==> config.mk <==
export PLATFORM = sky130hd
export DESIGN_NAME = qenc_counter
export DESIGN_NICKNAME = d
export VERILOG_FILES = /design/src/rtl/qenc_pkg.sv /design/src/rtl/qenc_filter.sv /design/src/rtl/qenc_decode.sv /design/src/rtl/qenc_index.sv /design/src/rtl/qenc_counter.sv
export SDC_FILE = /design/constraint.sdc
export NUM_CORES = 1
export LEC_CHECK = 0
export ABC_AREA = 1
export BUFFER_PORTS_ARGS = -buffer_cell sky130_fd_sc_hd__buf_2
export CAP_MARGIN = 20
export CORE_ASPECT_RATIO = 0.7
export CORE_MARGIN = 5
export CORE_UTILIZATION = 52
export CTS_BUF_LIST = sky130_fd_sc_hd__clkbuf_4 sky130_fd_sc_hd__clkbuf_8
export DETAILED_ROUTE_END_ITERATION = 8
export MAX_ROUTING_LAYER = met4
export PLACE_DENSITY = 0.69
export REMOVE_ABC_BUFFERS = 1
export SLEW_MARGIN = 20
export SYNTH_ARGS = -nofsm -noshare
export SYNTH_HDL_FRONTEND = slang
export SYNTH_HIERARCHICAL = 1
export SYNTH_SLANG_ARGS = --single-unit
==> constraint.sdc <==
create_clock -name clk -period 3 [get_ports clk]
set_input_delay 0.3 -clock clk [delete_from_list [all_inputs] [get_ports clk]]
set_output_delay 0.3 -clock clk [all_outputs]
set_load 0.05 [all_outputs]
==> src/rtl/qenc_pkg.sv <==
package qenc_pkg;
   localparam int NUM_IN = 4;
   localparam int IN_A   = 0;
   localparam int IN_B   = 1;
   localparam int IN_IDX = 2;
   localparam int IN_MSK = 3;
endpackage

==> src/rtl/qenc_filter.sv <==
// Synchronizer plus saturating-count glitch filter, one lane per input.
module qenc_filter #(
   parameter int LANES      = 4,
   parameter int FILT_LONG  = 15,
   parameter int FILT_SHORT = 3
) (
   input  logic             clk,
   input  logic             rst_n,
   input  logic             long_en,
   input  logic [LANES-1:0] pins,
   output logic [LANES-1:0] clean
);
   localparam int CW = $clog2(FILT_LONG + 1);
   localparam logic [CW-1:0] LIM_L = CW'(FILT_LONG - 1);
   localparam logic [CW-1:0] LIM_S = CW'(FILT_SHORT - 1);

   logic [CW-1:0] lim;
   assign lim = long_en ? LIM_L : LIM_S;

   for (genvar g = 0; g < LANES; g++) begin : g_lane
      logic          s1, s2, q;
      logic [CW-1:0] run;
      always_ff @(posedge clk) begin
         if (!rst_n) begin
            s1  <= 1'b0;
            s2  <= 1'b0;
            q   <= 1'b0;
            run <= '0;
         end else begin
            s1 <= pins[g];
            s2 <= s1;
            if (s2 == q) begin
               run <= '0;
            end else if (run >= lim) begin
               q   <= s2;
               run <= '0;
            end else begin
               run <= run + 1'b1;
            end
         end
      end
      assign clean[g] = q;
   end
endmodule

==> src/rtl/qenc_decode.sv <==
// Turns filtered A/B into up/down count strobes.
module qenc_decode (
   input  logic clk,
   input  logic rst_n,
   input  logic stepdir,
   input  logic a,
   input  logic b,
   output logic up,
   output logic dn
);
   logic pa, pb;
   always_ff @(posedge clk) begin
      if (!rst_n) begin
         pa <= 1'b0;
         pb <= 1'b0;
      end else begin
         pa <= a;
         pb <= b;
      end
   end

   always_comb begin
      up = 1'b0;
      dn = 1'b0;
      if (stepdir) begin
         up = a & ~pa & ~b;
         dn = a & ~pa & b;
      end else begin
         unique case ({pa, pb, a, b})
            4'b0010, 4'b1011, 4'b1101, 4'b0100: up = 1'b1;
            4'b0001, 4'b0111, 4'b1110, 4'b1000: dn = 1'b1;
            default: ;
         endcase
      end
   end
endmodule

==> src/rtl/qenc_index.sv <==
// Index edge selection and mask qualification.
module qenc_index (
   input  logic clk,
   input  logic rst_n,
   input  logic idx,
   input  logic msk,
   input  logic rise_sel,
   input  logic mask_en,
   input  logic mask_low,
   output logic event_q
);
   logic pidx, edge_hit, mask_ok;
   always_ff @(posedge clk) begin
      if (!rst_n) pidx <= 1'b0;
      else        pidx <= idx;
   end
   assign edge_hit = rise_sel ? (idx & ~pidx) : (~idx & pidx);
   assign mask_ok  = ~mask_en | (msk ^ mask_low);
   assign event_q  = edge_hit & mask_ok;
endmodule

==> src/rtl/qenc_counter.sv <==
module qenc_counter #(
   parameter int CNT_W      = 32,
   parameter int FILT_LONG  = 15,
   parameter int FILT_SHORT = 3
) (
   input  logic             clk,
   input  logic             rst_n,
   input  logic             enc_a,
   input  logic             enc_b,
   input  logic             enc_idx,
   input  logic             enc_msk,
   input  logic             cfg_stepdir,
   input  logic             cfg_filt_en,
   input  logic             cfg_idx_rise,
   input  logic             cfg_mask_en,
   input  logic             cfg_mask_low,
   input  logic             arm_set,
   input  logic             arm_clr,
   input  logic             cnt_zero,
   output logic [CNT_W-1:0] count,
   output logic [CNT_W-1:0] raw_count,
   output logic             idx_armed
);
   import qenc_pkg::*;

   if (CNT_W < 2) begin : g_bad_w
      $error("qenc_counter: CNT_W must be at least 2");
   end
   if (FILT_SHORT < 1 || FILT_LONG < FILT_SHORT) begin : g_bad_f
      $error("qenc_counter: need 1 <= FILT_SHORT <= FILT_LONG");
   end

   logic [NUM_IN-1:0] pins, clean;
   logic              up, dn, idx_ev;
   logic [CNT_W-1:0]  delta;

   assign pins[IN_A]   = enc_a;
   assign pins[IN_B]   = enc_b;
   assign pins[IN_IDX] = enc_idx;
   assign pins[IN_MSK] = enc_msk;

   qenc_filter #(.LANES(NUM_IN), .FILT_LONG(FILT_LONG), .FILT_SHORT(FILT_SHORT)) u_filt (
      .clk(clk), .rst_n(rst_n), .long_en(cfg_filt_en), .pins(pins), .clean(clean));

   qenc_decode u_dec (
      .clk(clk), .rst_n(rst_n), .stepdir(cfg_stepdir),
      .a(clean[IN_A]), .b(clean[IN_B]), .up(up), .dn(dn));

   qenc_index u_idx (
      .clk(clk), .rst_n(rst_n), .idx(clean[IN_IDX]), .msk(clean[IN_MSK]),
      .rise_sel(cfg_idx_rise), .mask_en(cfg_mask_en), .mask_low(cfg_mask_low),
      .event_q(idx_ev));

   assign delta = up ? CNT_W'(1) : (dn ? {CNT_W{1'b1}} : '0);

   always_ff @(posedge clk) begin
      if (!rst_n) begin
         count     <= '0;
         raw_count <= '0;
         idx_armed <= 1'b0;
      end else begin
         raw_count <= raw_count + delta;
         if (cnt_zero || (idx_armed && idx_ev)) count <= '0;
         else                                   count <= count + delta;
         if (idx_armed && idx_ev) idx_armed <= 1'b0;
         else if (arm_clr)        idx_armed <= 1'b0;
         else if (arm_set)        idx_armed <= 1'b1;
      end
   end
endmodule

==> results of run 1 <==
[worst min path at each step]
stage | start | end | cells after the start
2_1_floorplan | arm_clr | idx_armed$_SDFFE_PP0P_ | 1
5_1_grt | arm_clr | idx_armed$_SDFFE_PP0P_ | 2
3_3_place_gp | u_filt/g_lane[2].s1$_SDFF_PN0_ | u_filt/g_lane[2].s2$_SDFF_PN0_ | 2
3_5_place_dp | u_filt/g_lane[0].s1$_SDFF_PN0_ | u_filt/g_lane[0].s2$_SDFF_PN0_ | 2
6_report | arm_clr | idx_armed$_SDFFE_PP0P_ | 2
4_1_cts | arm_clr | idx_armed$_SDFFE_PP0P_ | 2
[registers in the layout, indices dropped and copies added, names as in the netlist, 4 cells and up]
| name | flops |
|---|---|
| raw_count | 32 |
| u_filt/g_lane.s2 | 4 |
| u_filt/g_lane.s1 | 4 |
| u_filt/g_lane.q | 4 |
| count | 32 |
| u_filt/g_lane.run | 16 |
[cells in the final DEF (no fill, tap or decap), types with 4 or more instances in the layout]
cell	Yosys	routed
xnor2_1	4	4
nand2_1	473	472
buf_2	12	78
clkbuf_8	0	9
o21ai_0	31	31
a41o_1	8	8
inv_1	233	233
nand3_1	72	72
a21oi_1	68	68
nand4_1	7	7
nor2_2	9	12
o21bai_1	6	5
buf_4	9	9
a41oi_1	43	43
nor3_1	10	10
dfxtp_1	96	94
xor2_1	10	10
nor2_1	172	169
nor3b_2	4	4
and2_1	11	11
nand2_2	5	6
ha_1	20	20
[logic make-up after synthesis]
| group | count (synthesis) |
|---|---|
| AOI/OAI and AO/OA | 162 |
| xor gates and xnor gates | 17 |
| adders and majority gates | 20 |
| buffers and inverters | 268 |
| DFF | 96 |
| and+or+nand+nor | 770 |
[through the flow]
step,cells,area [um2]
after floorplan,1302,7430
after global placement,1588,8210
after detailed placement,1588,8210
after CTS,1604,8400
after global routing,1604,8420
final,1604,8420
[cell type report]
class	instances	area [um2]	area share, %
timing repair buffer	91	546	6.48
sequential	96	1920	22.9
inverter	237	892	10.6
clock inverter	7	61.3	0.728
multi-input combinational	969	4630	55.0
clock buffer	9	124	1.47
tap	195	244	2.90
[where the power goes]
group          internal [uW]  switching [uW]  leakage (uW)
combinational           27.4            62.7       0.00329
clock                    321             555     0.0000945
sequential              1280            6.44      0.000776
total                   1630             624       0.00416
[worst register-to-register path, delay by kind of cell, from the launching register on]
kind / cells / cell delay [ns]
buf+inv: 5 / 0.71
simple gates: 9 / 0.95
flops: 1 / 0.41
compound gates: 2 / 0.41
xor+xnor: 1 / 0.23
[routing by layer]
metal	track usage, %	wire (um)	up-vias
met1	40.7	11700	3636
met5	-	0	-
met4	5.24	220	0
met2	34.8	8470	355
li1	-	-	4305
met3	6.33	2210	15
==> impl_metrics.env, run 1 <==
export IMPL_place_congestion=1.01
export IMPL_status="completed"
export IMPL_ios=79
export IMPL_port_buffers=78
export IMPL_synthMuxAreaShare_pct=0
export IMPL_via_count=8311
export IMPL_seq_area_frac_synth_pct=25.2
export IMPL_synth_xor_area_share_pct=2.25
export IMPL_netlist_area_leader_share_pct=25.2
export IMPL_cp_max_fo=45
export IMPL_netlist_area_um2=7630
export IMPL_synth_main_ff_cell="dfxtp_1"
export IMPL_critPathBufInv=5
export IMPL_ctsResizeCount=0
export IMPL_remaining_drc_errors=0
export IMPL_synth_compound_area_share_pct=13.7
export IMPL_grt_max_degree=48
export IMPL_synthArstFlopShare_pct=0
export IMPL_r2r_start="u_filt/g_lane[0].q$_SDFFE_PN0P_"
export IMPL_die_h_um=111
export IMPL_leakage_uw=0.00416
export IMPL_core_area_um2=14500
export IMPL_p_total_uw=2260
export IMPL_start_util_pct=52.5
export IMPL_gr_total_overflow=0
export IMPL_antenna_found_initial=1
export IMPL_crit_chain="inv_1, nand2_2, nand3_2, a21oi_2, inv_4, nand2_4, buf_16, xor2_1, buf_4, nand2_1, nor2_1, inv_1, nor2_1, and2_1, nand2_1, a21oi_1, nor2_1"
export IMPL_worstHoldPathType="in -> reg"
export IMPL_crit_start="u_filt/g_lane[0].q$_SDFFE_PN0P_"
export IMPL_rows=37
export IMPL_cts_sinks=96
export IMPL_grt_usage_pct=26.5
export IMPL_ant_nets=0
export IMPL_ys_ff_latch=96
export IMPL_grt_pass1_wl_mm=36.3
export IMPL_tritoncts="yes"
export IMPL_synth_yosys_warnings=6
export IMPL_worst_slack_ns=0.210
export IMPL_synthCells=1333
export IMPL_fmax_ghz=0.358
export IMPL_clk_latency_ns=0.39
export IMPL_drive_gt1_share_pct=10.3
export IMPL_wl_mm=22.6
export IMPL_dp_hpwl_mm=17.8
export IMPL_whs_ns=0.0601
export IMPL_cts_buffers=9
export IMPL_wl_per_cell_um=14.1
export IMPL_setup_viol=0
export IMPL_cts_root_buf="clkbuf_8"
export IMPL_slew_headroom_pct=40.2
export IMPL_firstDrtPassIters=7
export IMPL_cp_depth=17
export IMPL_fill_cells=1561
export IMPL_yosysTopAreaCell="dfxtp_1"
export IMPL_cp_start_kind="flip-flop"
export IMPL_avgSynthCellArea_um2=5.72
export IMPL_n_antenna_cell=0
export IMPL_dp_slack_ns=0.151
export IMPL_drt_initial_drc_count=923
export IMPL_utilization_pct=57.9
export IMPL_cp_slowest_cell="dfxtp_2"
export IMPL_syn_to_final_growth_pct=10.4
export IMPL_hold_buffers=0
export IMPL_vias_per_cell=5.18
export IMPL_vdd_ir_drop_max_uv=188
export IMPL_cts_setup_buffers=0
export IMPL_synth_most_common_cell="nand2_1"
export IMPL_cpPeakStageDelay_ns=0.41
export IMPL_tightest_slew_ns=0.896
export IMPL_die_width_um=155
export IMPL_r2r_end="count[29]$_SDFF_PP0_"
export IMPL_grt_pass1_vias=7195
export IMPL_cp_arrival_ns=3.09
export IMPL_cp_end_kind="flip-flop"
export IMPL_die_area_um2=17200
export IMPL_clock_skew_ns=0.00976
export IMPL_setup_tns_ns=0
export IMPL_cellPowerDensity_nw_per_um2=268
export IMPL_crit_end="count[29]$_SDFF_PP0_"
export IMPL_maxCapViolCount=0
export IMPL_regToRegSetupSlack_ns=0.21
export IMPL_worstSetupPathType="reg -> reg"
export IMPL_nets=1438
export IMPL_ctsLongestPathBuffers=2
export IMPL_period_minus_slack_ns=2.79
export IMPL_synthSimpleGateAreaFrac_pct=41.3
export IMPL_htree_levels=3
export IMPL_reg2regPathDepth=17
export IMPL_synth_edf_count=0
export IMPL_fin_crit_sh_pct=93.0
export IMPL_synth_top_cells_by_count="nand2_1 (473), inv_1 (233), nor2_1 (172)"
export IMPL_cp_top_family="simple AND/OR/NAND/NOR gates"
export IMPL_crit_required_ns=3.30
export IMPL_synth_fa_ha_area_share_pct=3.28
export IMPL_synth_top_family_by_area="simple AND/OR/NAND/NOR gates"
export IMPL_cpMostUsedCell="nor2_1"
export IMPL_slew_violations=0
export IMPL_clk_pin_slew_ns=0.11
export IMPL_hold_violations=0
export IMPL_synth_area_leaders="dfxtp_1 (25%), nand2_1 (23%), inv_1 (11%)"
export IMPL_synth_distinct_cells=34
No activity file was read; power rests on OpenSTA's default activity.
==> run 2: changes to the inputs <==
--- a/config.mk
+++ b/config.mk
@@ -6,15 +6,15 @@
 export NUM_CORES = 1
 export LEC_CHECK = 0
 export ABC_AREA = 1
-export BUFFER_PORTS_ARGS = -buffer_cell sky130_fd_sc_hd__buf_2
 export CAP_MARGIN = 20
 export CORE_ASPECT_RATIO = 0.7
 export CORE_MARGIN = 5
 export CORE_UTILIZATION = 52
 export CTS_BUF_LIST = sky130_fd_sc_hd__clkbuf_4 sky130_fd_sc_hd__clkbuf_8
 export DETAILED_ROUTE_END_ITERATION = 8
+export DONT_BUFFER_PORTS = 1
 export MAX_ROUTING_LAYER = met4
-export PLACE_DENSITY = 0.69
+export PLACE_DENSITY = 0.64
 export REMOVE_ABC_BUFFERS = 1
 export SLEW_MARGIN = 20
 export SYNTH_ARGS = -nofsm -noshare
==> run 2 against run 1 <==
Effect of this change: register-to-register slack hardly changed; maximum frequency is 0.24% higher; sequential power hardly changed; via count is 2.0% lower; critical path depth is 1 higher; sequential cell count stayed put; die area stayed put; final cell count is 2.9% lower; global-route usage is 0.16 points lower; first-iteration DRC count is 15% lower; wire length is 1.7% lower; hold slack worse by 0.034 ns; critical path type unchanged; critical endpoint is now raw_count[29]$_SDFF_PN0_.
==> impl_metrics.env, run 2 (synthesized netlist as in run 1, its figures left out) <==
export IMPL_dp_hpwl_mm=17.2
export IMPL_worst_slack_ns=0.217
export IMPL_grt_usage_pct=26.3
export IMPL_wl_per_cell_um=14.3
export IMPL_critPathBufInv=3
export IMPL_syn_to_final_growth_pct=8.68
export IMPL_postPlaceCellArea_um2=8000
export IMPL_leakage_uw=0.00391
export IMPL_firstDrtPassIters=6
export IMPL_cp_top_family="simple AND/OR/NAND/NOR gates"
export IMPL_cpMostUsedCell="nand2_1"
export IMPL_htree_levels=3
export IMPL_utilization_pct=57.0
export IMPL_drive_gt1_share_pct=6.82
export IMPL_vdd_ir_drop_max_uv=199
export IMPL_die_h_um=111
export IMPL_nets=1392
export IMPL_via_count=8144
export IMPL_power_switching_uw=608
export IMPL_place_congestion=1.01
export IMPL_clockPowerShare_pct=39.0
export IMPL_cp_end_kind="flip-flop"
export IMPL_cts_buffers=9
export IMPL_antenna_found_initial=0
export IMPL_period_minus_slack_ns=2.78
export IMPL_clk_latency_ns=0.39
export IMPL_crit_chain="inv_1, nand2_2, nand3_2, a21oi_4, inv_2, nand2_4, buf_12, nand2_1, nand2_1, nand2_1, nor2_1, a21oi_1, nand2_1, nand2_1, nand2_1, nand2_1, nand2_1, nor2_1"
export IMPL_wl_mm=22.2
export IMPL_port_buffers=0
export IMPL_clock_skew_ns=0.0106
export IMPL_dp_slack_ns=0.195
export IMPL_die_width_um=155
export IMPL_ctsLongestPathBuffers=2
export IMPL_vias_per_cell=5.23
export IMPL_cts_sinks=96
export IMPL_rows=37
export IMPL_status="completed"
export IMPL_tightest_slew_ns=0.698
export IMPL_rsz0062_at_grt="no"
export IMPL_cpPeakStageDelay_ns=0.40
export IMPL_final_common_cell="nand2_1"
export IMPL_fill_cells=1514
export IMPL_slew_headroom_pct=53.4
export IMPL_ios=79
export IMPL_remaining_drc_errors=0
export IMPL_cellPowerDensity_nw_per_um2=269
export IMPL_switching_share_pct=27.2
export IMPL_fmax_ghz=0.359
export IMPL_clk_pin_slew_ns=0.11
export IMPL_fin_crit_sh_pct=92.8
export IMPL_ant_nets=0
export IMPL_setup_viol=0
export IMPL_n_antenna_cell=0
export IMPL_crit_required_ns=3.30
export IMPL_grt_pass1_vias=7035
export IMPL_gr_total_overflow=0
export IMPL_hold_violations=0
export IMPL_tritoncts="yes"
export IMPL_worstHoldPathType="in -> reg"
export IMPL_cp_slowest_cell="dfxtp_2"
export IMPL_grt_max_degree=54
export IMPL_cp_arrival_ns=3.08
export IMPL_start_util_pct=52.5
export IMPL_die_area_um2=17200
export IMPL_cp_start_kind="flip-flop"
export IMPL_mostFrequentLayoutCells="nand2_1 (472), inv_1 (233), nor2_1 (170)"
export IMPL_pwr_share_seq_pct=58.0
export IMPL_slew_violations=0
export IMPL_maxCapViolCount=0
export IMPL_fin_area_um2=8290
export IMPL_core_area_um2=14500
export IMPL_worstSetupPathType="reg -> reg"
export IMPL_internal_power_uw=1630
export IMPL_cp_max_fo=43
export IMPL_grt_pass1_wl_mm=36.2
export IMPL_comb_power_share_pct=3.0
export IMPL_cts_root_buf="clkbuf_8"
export IMPL_drt_initial_drc_count=789
export IMPL_reg_largest_list="count x32, raw_count x32, u_filt/g_lane.run x16"
export IMPL_setup_tns_ns=0
[run 2: worst register-to-register path: cells and delay by family (launching register included)]
family | cells | cell delay (ns)
simple gates | 13 | 1.59
compound gates | 2 | 0.30
flops | 1 | 0.40
buf+inv | 3 | 0.39
[run 2: worst paths after layout]
path                                   startpoint                             end  slack, ns  cells after the start
hold reg to reg    u_filt/g_lane[2].s1$_SDFF_PN0_  u_filt/g_lane[2].s2$_SDFF_PN0_       0.43                      2
setup reg to reg  u_filt/g_lane[0].q$_SDFFE_PN0P_        raw_count[29]$_SDFF_PN0_       0.22                     18
setup / recovery  u_filt/g_lane[0].q$_SDFFE_PN0P_        raw_count[29]$_SDFF_PN0_       0.22                     18
hold / removal                              rst_n        raw_count[29]$_SDFF_PN0_       0.03                      2
[run 2: routing by layer]
layer | global-route usage, % | vias up | share of wire (%)
met2 | 35.0 | 323 | 38
met4 | 3.71 | 0 | 0.56
met5 | - | - | 0
met3 | 8.24 | 11 | 11
li1 | - | 4211 | -
met1 | 39.5 | 3599 | 50
[run 2: cell type report]
type / instances / area (um2) / area share (%)
clock buffers: 9 / 124 / 1.49
clock inverters: 7 / 58.8 / 0.709
inverters: 237 / 890 / 10.7
multi-input cells: 969 / 4640 / 55.9
flip-flops and latches: 96 / 1920 / 23.2
well taps: 195 / 244 / 2.94
repair buffers: 45 / 413 / 4.98
[run 2: timing repair]
action,in CTS,in global routing
hold buffers,5,0
gates resized for setup,0,7
hold endpoints to repair,5,0
buffers inserted,0,0
setup endpoints to repair,0,19
[run 2: per-stage QoR]
stage	hold WS (ns)	instances	power [uW]
2_1_floorplan	0.378	1302	1370
3_3_place_gp	0.385	1536	1380
3_5_place_dp	0.386	1536	1380
4_1_cts	0.00310	1557	2270
5_1_grt	0.0117	1558	2330
6_report	0.0264	1558	2230
[run 2: power groups by stage]
stage	Combinational, uW	Clock, uW	Sequential (uW)
floorplan	42.8	0	1330
global placement	60.2	0	1320
detailed placement	61.0	0	1320
CTS	66.4	906	1290
global route	76.2	957	1300
finish	66.6	872	1290
==> run 3: changes to the inputs <==
--- a/config.mk
+++ b/config.mk
@@ -7,14 +7,16 @@
 export LEC_CHECK = 0
 export ABC_AREA = 1
 export CAP_MARGIN = 20
+export CELL_PAD_IN_SITES_DETAIL_PLACEMENT = 0
+export CELL_PAD_IN_SITES_GLOBAL_PLACEMENT = 2
 export CORE_ASPECT_RATIO = 0.7
 export CORE_MARGIN = 5
-export CORE_UTILIZATION = 52
+export CORE_UTILIZATION = 35
 export CTS_BUF_LIST = sky130_fd_sc_hd__clkbuf_4 sky130_fd_sc_hd__clkbuf_8
 export DETAILED_ROUTE_END_ITERATION = 8
 export DONT_BUFFER_PORTS = 1
 export MAX_ROUTING_LAYER = met4
-export PLACE_DENSITY = 0.64
+export PLACE_DENSITY = 0.81
 export REMOVE_ABC_BUFFERS = 1
 export SLEW_MARGIN = 20
 export SYNTH_ARGS = -nofsm -noshare
==> run 3 against run 2 <==
Effect of this change: first-iteration DRC count is 18% lower; clock skew is 0.0091 ns higher; design area is 3.8% higher; combinational power is 41% higher; register-to-register slack worse by 0.12 ns.
==> impl_metrics.env, run 3 (synthesized netlist as in run 1, its figures left out) <==
export IMPL_clk_pin_slew_ns=0.12
export IMPL_setup_viol=0
export IMPL_die_area_um2=24900
export IMPL_cp_top_family="simple AND/OR/NAND/NOR gates"
export IMPL_leakage_uw=0.00400
export IMPL_wl_per_cell_um=16.1
export IMPL_drt_initial_drc_count=650
export IMPL_start_util_pct=35.4
export IMPL_vias_per_cell=4.84
export IMPL_place_congestion=0.898
export IMPL_cts_buffers=9
export IMPL_hold_violations=0
export IMPL_nets=1407
export IMPL_reg_largest_list="count x32, raw_count x32, u_filt/g_lane.run x16"
export IMPL_port_buffers=0
export IMPL_die_width_um=186
export IMPL_fin_crit_sh_pct=96.7
export IMPL_setup_tns_ns=0
export IMPL_clk_latency_ns=0.41
export IMPL_antenna_found_initial=0
export IMPL_grt_max_degree=48
export IMPL_vdd_ir_drop_max_uv=180
export IMPL_via_count=8029
export IMPL_dp_slack_ns=0.0817
export IMPL_reg2regPathDepth=17
export IMPL_status="completed"
export IMPL_cpMostUsedCell="nand2_1"
export IMPL_hold_depth=2
export IMPL_period_minus_slack_ns=2.90
export IMPL_rows=45
export IMPL_cp_slowest_cell="nor3_1"
export IMPL_drive_gt1_share_pct=7.62
export IMPL_worst_slack_ns=0.100
export IMPL_cts_root_buf="clkbuf_8"
export IMPL_dp_cells=1631
export IMPL_gr_total_overflow=0
export IMPL_r2r_end="raw_count[19]$_SDFF_PN0_"
export IMPL_slew_violations=0
export IMPL_fill_cells=2412
export IMPL_crit_chain="nand2_1, nand3_2, a21oi_4, inv_4, nand2_8, buf_16, buf_4, nand2_1, nand2_1, nor2_1, nand2_1, nor3_1, nand3_1, nand3_1, nand2_1, inv_1, nor2_1"
export IMPL_syn_to_final_growth_pct=12.8
export IMPL_cpPeakStageDelay_ns=0.42
export IMPL_mostFrequentLayoutCells="nand2_1 (471), inv_1 (233), nor2_1 (168)"
export IMPL_tightest_slew_ns=0.677
export IMPL_cp_max_fo=24
export IMPL_dp_hpwl_mm=20.3
export IMPL_grt_usage_pct=21.5
export IMPL_wl_mm=26.7
export IMPL_cellPowerDensity_nw_per_um2=275
export IMPL_cp_start_kind="flip-flop"
export IMPL_critPathBufInv=4
export IMPL_grt_pass1_vias=6957
export IMPL_regToRegSetupSlack_ns=0.10
export IMPL_remaining_drc_errors=0
export IMPL_cp_arrival_ns=3.20
export IMPL_maxCapViolCount=0
export IMPL_ios=79
export IMPL_worstSetupPathType="reg -> reg"
export IMPL_tritoncts="yes"
export IMPL_core_area_um2=21600
export IMPL_fmax_ghz=0.345
export IMPL_clock_skew_ns=0.0198
export IMPL_die_h_um=134
export IMPL_min_from="rst_n"
export IMPL_rsz0062_at_grt="no"
export IMPL_cts_setup_buffers=0
export IMPL_firstDrtPassIters=5
export IMPL_cts_sinks=96
export IMPL_worstHoldPathType="in -> reg"
export IMPL_slew_headroom_pct=54.8
export IMPL_n_antenna_cell=0
export IMPL_fin_cells=1660
export IMPL_hold_end="raw_count[11]$_SDFF_PN0_"
export IMPL_r2r_start="u_filt/g_lane[0].q$_SDFFE_PN0P_"
export IMPL_crit_required_ns=3.30
export IMPL_cp_end_kind="flip-flop"
export IMPL_grt_pass1_wl_mm=41.2
export IMPL_htree_levels=3
export IMPL_final_common_cell="nand2_1"
export IMPL_ant_nets=0
export IMPL_ctsLongestPathBuffers=2
[run 3: cell count changes in the layout (fill, tap and decap cells not counted), moves of 2 or more]
cell	before	now
xor2_2	4	2
dlygate4sd3_1	5	11
nor2_1	170	168
inv_6	4	2
buf_4	36	43
nor2_2	11	13
[run 3: cell type report]
type / instances / area (um2) / area share (%)
multi-input combinational: 969 / 4670 / 54.2
tap: 282 / 353 / 4.10
clock buffer: 9 / 124 / 1.44
timing repair buffer: 60 / 557 / 6.47
inverter: 237 / 892 / 10.4
clock inverter: 7 / 86.3 / 1.00
sequential: 96 / 1920 / 22.4
[run 3: report_power, final]
part	internal [uW]	switching [uW]	total (uW)
clock	405	573	978
combinational	31.9	61.7	93.6
sequential	1280	11.0	1290
[run 3: routing by layer]
metal	vias up	global-route usage (%)	wire (um)
met2	234	26.9	9700
met5	-	-	0
met3	15	5.24	2070
li1	4246	-	-
met4	0	3.56	259
met1	3534	34.0	14700
[run 3: worst register-to-register path: stages, from the launching register on]
cell and delay (ns):
dfxtp_2 0.41, nand2_1 0.11, nand3_2 0.11, a21oi_4 0.08, inv_4 0.18, nand2_8 0.12, buf_16 0.19, buf_4 0.17
nand2_1 0.06, nand2_1 0.09, nor2_1 0.16, nand2_1 0.18, nor3_1 0.43, nand3_1 0.25, nand3_1 0.14, nand2_1 0.05
inv_1 0.05, nor2_1 0.04
[run 3: stage by stage]
step | utilization [%] | total power (uW) | hold WS, ns | cell area [um2]
floorplan | - | 1370 | 0.378 | 7430
global placement | 37.9 | 1390 | 0.382 | 8170
detailed placement | 37.9 | 1390 | 0.384 | 8170
CTS | 39.5 | 2410 | 0.000679 | 8510
global route | 39.9 | 2470 | 0.0103 | 8600
finish | 39.9 | 2370 | 0.0222 | 8600
[run 3: how the worst max path moves through the flow]
stage | start | endpoint | slack (ns) | cells past startpoint
final | u_filt/g_lane[0].q$_SDFFE_PN0P_ | raw_count[19]$_SDFF_PN0_ | 0.10 | 17
after global routing | u_filt/g_lane[0].q$_SDFFE_PN0P_ | raw_count[19]$_SDFF_PN0_ | 0.006 | 17
after CTS | u_filt/g_lane[0].q$_SDFFE_PN0P_ | raw_count[30]$_SDFF_PN0_ | 0.05 | 17
after detailed placement | u_filt/g_lane[0].q$_SDFFE_PN0P_ | raw_count[30]$_SDFF_PN0_ | 0.08 | 17
after global placement | u_filt/g_lane[0].q$_SDFFE_PN0P_ | raw_count[19]$_SDFF_PN0_ | 0.12 | 17
after floorplan | u_filt/g_lane[0].q$_SDFFE_PN0P_ | count[24]$_SDFF_PP0_ | 0.01 | 21
[run 3: repair_timing]
| item | in CTS | in global routing |
|---|---|---|
| endpoints found under the hold margin | 29 | 0 |
| resized for setup | 0 | 15 |
| setup endpoints to repair | 0 | 42 |
| hold buffers | 12 | 0 |
